## src/rtl/dual_ctx_pkg.sv

```systemverilog
package dual_ctx_pkg;

    localparam int NUM_CTX = 2;

    typedef enum logic {
        CTX0 = 1'b0,
        CTX1 = 1'b1
    } ctx_id_e;

endpackage

```

## src/rtl/dc_select_seq.sv

```systemverilog
module dc_select_seq
    import dual_ctx_pkg::*;
(
    input  logic               clk,
    input  logic               rst,
    output ctx_id_e            sel_q,
    output logic [NUM_CTX-1:0] wr_en
);

    typedef struct packed {
        ctx_id_e sel;
    } sel_state_t;

    sel_state_t st_d, st_q;

    always_comb begin
        st_d = st_q;
        if (rst) begin
            st_d.sel = CTX0;
        end else begin
            st_d.sel = (st_q.sel == CTX0) ? CTX1 : CTX0;
        end
    end

    always_ff @(posedge clk) begin
        st_q <= st_d;
    end

    assign sel_q = st_q.sel;

    always_comb begin
        wr_en = '0;
        if (!rst) begin
            wr_en[0] = (st_q.sel == CTX0);
            wr_en[1] = (st_q.sel == CTX1);
        end
    end

    // the select changes on every edge outside reset
    assert_sel_toggle_R3: assert property (@(posedge clk) disable iff (rst)
        1'b1 |=> (sel_q != $past(sel_q)));

    // never more than one context written per edge
    assert_one_writer_R6: assert property (@(posedge clk) disable iff (rst)
        $onehot0(wr_en));

endmodule

```

## src/rtl/dc_shared_update.sv

```systemverilog
module dc_shared_update #(
    parameter int WIDTH = 16,
    parameter int ROT   = 1
) (
    input  logic [WIDTH-1:0] state_i,
    input  logic [WIDTH-1:0] data_i,
    output logic [WIDTH-1:0] next_o
);

    localparam int BACK = WIDTH - ROT;

    logic [WIDTH-1:0] sum_w;

    always_comb begin
        sum_w  = state_i + data_i;
        next_o = (sum_w << ROT) | (sum_w >> BACK);
    end

    initial begin
        assert_rot_range_R2: assert (ROT > 0 && ROT < WIDTH);
    end

endmodule

```

## src/rtl/dc_ctx_bank.sv

```systemverilog
module dc_ctx_bank
    import dual_ctx_pkg::*;
#(
    parameter int WIDTH = 16
) (
    input  logic                            clk,
    input  logic                            rst,
    input  logic [NUM_CTX-1:0]              wr_en,
    input  logic [WIDTH-1:0]                next_i,
    output logic [NUM_CTX-1:0][WIDTH-1:0]   state_o,
    output logic [NUM_CTX-1:0]              valid_o
);

    typedef struct packed {
        logic [NUM_CTX-1:0][WIDTH-1:0] state;
        logic [NUM_CTX-1:0]            valid;
    } bank_t;

    bank_t bank_d, bank_q;

    always_comb begin
        bank_d = bank_q;
        for (int k = 0; k < NUM_CTX; k++) begin
            bank_d.valid[k] = 1'b0;
            if (rst) begin
                bank_d.state[k] = '0;
            end else if (wr_en[k]) begin
                bank_d.state[k] = next_i;
                bank_d.valid[k] = 1'b1;
            end
        end
    end

    always_ff @(posedge clk) begin
        bank_q <= bank_d;
    end

    assign state_o = bank_q.state;
    assign valid_o = bank_q.valid;

    for (genvar g = 0; g < NUM_CTX; g++) begin : g_ctx_chk
        // an idle context keeps its register
        assert_idle_hold_R5: assert property (@(posedge clk) disable iff (rst)
            !wr_en[g] |=> $stable(state_o[g]));
        // a write is flagged in the following cycle
        assert_valid_after_write_R6: assert property (@(posedge clk) disable iff (rst)
            wr_en[g] |=> valid_o[g]);
    end

endmodule

```

## src/rtl/dual_ctx_core.sv

```systemverilog
module dual_ctx_core
    import dual_ctx_pkg::*;
#(
    parameter int WIDTH = 16,
    parameter int ROT   = 1
) (
    input  logic             clk,
    input  logic             rst,
    input  logic [WIDTH-1:0] ctx0_din,
    input  logic [WIDTH-1:0] ctx1_din,
    output logic [WIDTH-1:0] ctx0_dout,
    output logic [WIDTH-1:0] ctx1_dout,
    output logic             ctx0_vld,
    output logic             ctx1_vld
);

    ctx_id_e                        sel_q;
    logic [NUM_CTX-1:0]             wr_en;
    logic [NUM_CTX-1:0][WIDTH-1:0]  state_w;
    logic [NUM_CTX-1:0]             valid_w;
    logic [WIDTH-1:0]               mux_state;
    logic [WIDTH-1:0]               mux_data;
    logic [WIDTH-1:0]               next_w;

    dc_select_seq u_sel (
        .clk   (clk),
        .rst   (rst),
        .sel_q (sel_q),
        .wr_en (wr_en)
    );

    always_comb begin
        if (sel_q == CTX1) begin
            mux_state = state_w[1];
            mux_data  = ctx1_din;
        end else begin
            mux_state = state_w[0];
            mux_data  = ctx0_din;
        end
    end

    dc_shared_update #(
        .WIDTH (WIDTH),
        .ROT   (ROT)
    ) u_core (
        .state_i (mux_state),
        .data_i  (mux_data),
        .next_o  (next_w)
    );

    dc_ctx_bank #(
        .WIDTH (WIDTH)
    ) u_bank (
        .clk     (clk),
        .rst     (rst),
        .wr_en   (wr_en),
        .next_i  (next_w),
        .state_o (state_w),
        .valid_o (valid_w)
    );

    assign ctx0_dout = state_w[0];
    assign ctx1_dout = state_w[1];
    assign ctx0_vld  = valid_w[0];
    assign ctx1_vld  = valid_w[1];

    // the two valid flags are exclusive
    assert_vld_exclusive_R6: assert property (@(posedge clk) disable iff (rst)
        $onehot0({ctx1_vld, ctx0_vld}));

    // a context's pulse is followed by the other context's pulse
    assert_pace_ctx0_R7: assert property (@(posedge clk) disable iff (rst)
        ctx0_vld |=> (!ctx0_vld && ctx1_vld));
    assert_pace_ctx1_R7: assert property (@(posedge clk) disable iff (rst)
        ctx1_vld |=> (!ctx1_vld && ctx0_vld));

    // reset clears both contexts and their flags
    assert_reset_clear_R1: assert property (@(posedge clk)
        disable iff (!rst)
        rst |=> (ctx0_dout == '0 && ctx1_dout == '0 && !ctx0_vld && !ctx1_vld));

endmodule

```

## config.mk

```make
export PLATFORM = sky130hd
export DESIGN_NAME = dual_ctx_core
export DESIGN_NICKNAME = d
export VERILOG_FILES = /design/src/rtl/dual_ctx_pkg.sv /design/src/rtl/dc_select_seq.sv /design/src/rtl/dc_shared_update.sv /design/src/rtl/dc_ctx_bank.sv /design/src/rtl/dual_ctx_core.sv
export SDC_FILE = /design/constraint.sdc
export NUM_CORES = 1
export LEC_CHECK = 0
export BUFFER_PORTS_ARGS = -buffer_cell sky130_fd_sc_hd__buf_2
export CAP_MARGIN = 20
export CORE_MARGIN = 5
export CORE_UTILIZATION = 53
export DETAILED_ROUTE_END_ITERATION = 10
export PLACE_DENSITY = 0.77
export SETUP_SLACK_MARGIN = 0.15
export SLEW_MARGIN = 20
export SYNTH_ARGS = -nofsm -noshare
export SYNTH_HDL_FRONTEND = slang
export SYNTH_HIERARCHICAL = 1
export SYNTH_SLANG_ARGS = --single-unit
```

## constraint.sdc

```tcl
create_clock -name clk -period 3.8 [get_ports clk]
set_input_delay 0.95 -clock clk [delete_from_list [all_inputs] [get_ports clk]]
set_output_delay 0.95 -clock clk [all_outputs]
set_load 0.02 [all_outputs]
```

## Word-level counts from Yosys, hierarchy flattened

Cells that the tools add are included.

| cells by class | value |
|---|---|
| add/subtract/negate cells | 1 |
| multiplexer cells | 6 |
| bitwise operators | 2 |

Operators with widths:

| operator | number |
|---|---|
| 16-bit 2-to-1 mux | 2 |
| 16-bit adder | 1 |
| 16-bit by 1-bit bitwise OR with 16-bit output | 1 |
| 1-bit 2-to-1 mux | 3 |
| 2-bit 2-to-1 mux | 1 |
| 1-bit NOT | 1 |

| word-level totals | value |
|---|---|
| register bits after elaboration | 35 |
| input port bits | 34 |

## Depth between registers and ports, before layout

| logic depth | value |
|---|---|
| depth after elaboration | 3 |
| gate-level depth with buffers | 12 |
| depth with buffers taken out | 10 |

## Hierarchy

The synthesis kept the hierarchy.

Modules (own cells, without submodules):

| module | instances | cells an instance | area an instance (sq um) | seq. area each (sq um) |
|---|---|---|---|---|
| dc_ctx_bank | 1 | 108 | 1216.2 | 680.7 |
| dc_shared_update | 1 | 101 | 745.7 | 0.0 |
| dual_ctx_core | 1 | 36 | 544.3 | 0.0 |
| dc_select_seq | 1 | 4 | 36.3 | 20.0 |

## Worst setup path after synthesis

OpenSTA, ideal clock, no wires.

| path | value |
|---|---|
| path type | in2reg |
| from | in ctx0_din[0] |
| to | reg u_bank.bank_q, in the netlist u_bank/state_o[11] |
| library setup time | 0.117 ns |
| arrival time | 2.996 ns |
| required time | 3.683 ns |
| setup slack | 0.687 ns |
| stages | 10 |
| path buffers | 0 |
| cells stage by stage | mux2_4 ha_1 fa_1 a21o_4 a311oi_2 o21ai_1 a311oi_1 nor3_1 mux2i_1 nor2_1 |

| on the way | value |
|---|---|
| cells in the longest elaborated chain, start to end | 3 |

RTL lines:

| what | line | RTL |
|---|---|---|
| start, declared | dual_ctx_core.sv:9 | `input logic [WIDTH-1:0] ctx0_din,` |
| 16-bit 2-to-1 mux | dual_ctx_core.sv:33 | `if (sel_q == CTX1) begin` |
| 16-bit adder | dc_shared_update.sv:15 | `sum_w = state_i + data_i;` |
| 16-bit by 1-bit bitwise OR with 16-bit output | dc_shared_update.sv:16 | `next_o = (sum_w << ROT) \| (sum_w >> BACK);` |
| via next_w[11] | dual_ctx_core.sv:23 | `logic [WIDTH-1:0] next_w;` |
| end signal, assigned | dc_ctx_bank.sv:35 | `bank_q <= bank_d;` |
| end, declared | dc_ctx_bank.sv:19 | `bank_t bank_d, bank_q;` |

The timed path passes the listed nets, and every way through them passes these cells.
A chain may end at the register's enable or synchronous reset.

## Final worst setup path

| path | value |
|---|---|
| from | reg u_sel.st_q (netlist: u_sel/sel_q) |
| to | reg u_bank.bank_q, in the netlist u_bank/state_o[27] |

| on the way | value |
|---|---|
| cells in the longest elaborated chain, start to end | 3 |
| elaborated cells on any way between the ends | 5 |
| classes of those cells | add/sub (1); mux (3); bitwise (1) |

RTL lines:

| what | line | RTL |
|---|---|---|
| start, declared | dc_select_seq.sv:14 | `sel_state_t st_d, st_q;` |
| start signal, assigned | dc_select_seq.sv:26 | `st_q <= st_d;` |
| 16-bit 2-to-1 mux | dual_ctx_core.sv:33 |  |
| via mux_state[0] | dual_ctx_core.sv:21 | `logic [WIDTH-1:0] mux_state;` |
| 16-bit adder | dc_shared_update.sv:15 |  |
| 16-bit by 1-bit bitwise OR with 16-bit output | dc_shared_update.sv:16 |  |
| via next_w[11] | dual_ctx_core.sv:23 |  |

The timed path passes the listed nets, and every way through them passes these cells.

==> flow_metrics.py <==
metrics = {
    "run_status": {
        "status": "complete, no violations",
    },
    "min_path": {
        "min_to": "u_bank/state_o[22]",
        "hp-class": "flip-flop to flip-flop",
        "hold_start": "u_bank/state_o[22]",
        "hold-path-cell-count": 2,
    },
    "synthesis": {
        "netlist-cell-type-count": 37,
        "ys_top_cells_by_count": "nor2_1, dfxtp_1, mux2i_1, mux2_4, a21oi_1",
        "syn-num-nets": 299,
        "ys_async_sr_fraction_pct": 0,
        "seq_area_frac_synth_pct": 27.6,
        "synth_flop_cell": "dfxtp_1",
        "netlist.area_leader.share_pct": 27.6,
        "ys_ff_latch": 35,
        "synth_area_leaders": "dfxtp_1, mux2_4, mux2i_1",
        "synth-edff-count": 0,
        "netlist_area_mm2": 0.00254,
        "ys.warnings.count": 6,
        "yosysMostFrequentCell": "nor2_1",
        "synth_cells": 249,
        "post-synth-top-area-cell": "dfxtp_1",
        "avgSynthCellArea_um2": 10.2,
    },
    "floorplanning": {
        "core_mm2": 0.00469,
        "die_x_um": 79.3,
        "num_io_pins": 68,
        "start_util_pct": 54.2,
        "dieArea_mm2": 0.00628,
        "fp.dieH_um": 79.3,
        "num_rows": 25,
    },
    "route": {
        "viasPerCell": 5.38,
        "drtAntennaViolNets": 0,
        "first_iter_violations": 85,
        "drt-total-wl_um": 5330,
        "vias": 1987,
        "drc": 0,
        "drt_first_pass_iters": 4,
        "wire_per_inst_um": 14.4,
    },
    "timing": {
        "holdWs_ps": 523,
        "finalSetupTns_ps": 0,
        "final_max_slew_viol_count": 0,
        "setup_viol": 0,
        "maxSlewHeadroom_pct": 36.0,
        "rsz0062_at_grt": "false",
        "hold_viol_final": 0,
        "finClkSkew_ps": 5.91,
        "max_freq_mhz": 309,
        "min_period_over_period_pct": 85.1,
        "fin_crit_ps": 3240,
        "worstMarginPinSlew_ps": 959,
        "fin_ws_ps": 565,
    },
    "worst_setup_path": {
        "crit_start": "u_sel/sel_q",
        "r2r_cells": 10,
        "reg2reg_to": "u_bank/state_o[27]",
        "reg2reg_from": "u_sel/sel_q",
        "end_kind": "flip-flop",
        "critPathRequiredTime_ps": 3940,
        "worstPathMaxFanout": 17,
        "r2r_slack_ps": 560,
        "cp-start-kind": "flip-flop",
        "path_class": "flip-flop to flip-flop",
        "cp.arrival_ps": 3380,
    },
    "pwr": {
        "ir_worst_vdd_mv": 0.256,
        "p_total_uw": 1300,
        "leakagePower_uw": 0.00143,
        "power_density_mw_per_mm2": 441,
    },
    "final_layout": {
        "antenna_cells": 0,
        "finalNetCount": 364,
        "nFillCells": 414,
        "drive_gt1_share_pct": 37.8,
        "area_growth_pct": 15.6,
        "fin_util_pct": 62.6,
    },
    "clocking": {
        "cts.sinks": 35,
        "cts_buffer_depth": 2,
        "clk_latency_ps": 290,
        "cts_made_buffers": 5,
        "htree_num_levels": 2,
        "cts_root_buf": "clkbuf_8",
        "cts_hold_buf": 0,
        "cts.clk_slew.worst_paths_ps": 70,
        "cts_setup_buffers": 0,
        "cts_resized": 0,
        "cts_tree": "done",
    },
    "grt": {
        "grt_pass1_vias": 1908,
        "antenna_found_initial": 0,
        "grt_pass1_wl_um": 8830,
        "grt_use_total_pct": 17.5,
        "grt_overflow": 0,
        "grt_max_degree": 38,
    },
    "placed_design": {
        "globalplace.congestion": 0.798,
        "io_buffer_count": 67,
        "dp_hpwl_um": 4110,
        "place_ws_ps": 347,
    },
    "run": {
        "drv_cap": 0,
    },
}
==> how the worst max path moves through the flow <==
stage	to	slack, ps
floorplan	u_bank/state_o[11]	690
CTS	u_bank/state_o[27]	620
finish	u_bank/state_o[27]	560
detailed placement	u_bank/state_o[27]	350
global placement	u_bank/state_o[11]	450
global route	u_bank/state_o[29]	450
==> layout by cell type, fill, tap and decap left out, types with 2 or more instances in the layout <==
cell and count:
xnor2_1 10, mux2_4 30, mux2_2 2, ha_1 15
nor3_1 3, a21o_1 2, o21bai_1 2, clkbuf_8 6
buf_4 4, nor2_1 38, nand2_1 8, mux2i_1 33
o21ai_0 6, nand3_1 5, nor2b_1 3, inv_1 3
a21oi_1 17, xor2_1 5, o211ai_1 3, buf_2 67
dfxtp_1 34
==> stage by stage <==
stage               area (µm²)  instances
finish                    2940        369
global route              2940        369
CTS                       2940        369
detailed placement        2820        361
global placement          2820        361
floorplan                 2540        249
==> state kept, by name (all words and copies together), names as in the netlist <==
signal and count:
u_bank/state_o 32, u_bank/valid_o 2, u_sel/sel_q 1
==> report_power, final <==
part           total (µW)  switching [µW]  internal, µW
logic                 509             274           235
registers             441            33.8           408
clock network         346             134           212
==> layout make-up <==
cell class | count | area (µm²) | area share (%)
clock inverters | 2 | 35.0 | 1.19
clock buffers | 6 | 82.6 | 2.81
repair buffers | 71 | 365 | 12.4
multi-input cells | 197 | 1670 | 56.9
well taps | 54 | 67.6 | 2.30
flip-flops and latches | 35 | 702 | 23.9
inverters | 4 | 15.0 | 0.511
==> critical path, cell delays in order, from the launching register on <==
cell and delay [ps]:
dfxtp_2 660, mux2_4 350, ha_1 230, fa_1 430, a21o_4 250, a311oi_2 350
o21ai_1 160, a311oi_1 310, nor3_1 100, mux2i_1 170, nor2_1 70
==> per-layer routing <==
layer / global-route usage [%] / wire length, µm / vias up / share of wire (%)
met5: 0 / 0 / - / 0
met4: 6.36 / 44 / 0 / 0.83
met3: 3.40 / 253 / 4 / 4.7
met2: 29.1 / 2580 / 53 / 48
met1: 22.4 / 2450 / 919 / 46
li1: - / - / 1011 / -
==> cells by family after synthesis <==
family | Yosys count | synth area share, %
AOI/OAI and AO/OA | 40 | 10.6
muxes | 65 | 31.6
xor gates and xnor gates | 15 | 5.17
buffers and inverters | 17 | 6.79
and+or+nand+nor | 61 | 10.1
adders and majority gates | 16 | 8.17
DFF | 35 | 27.6
Note: power is estimated with default switching activity, not from simulation.
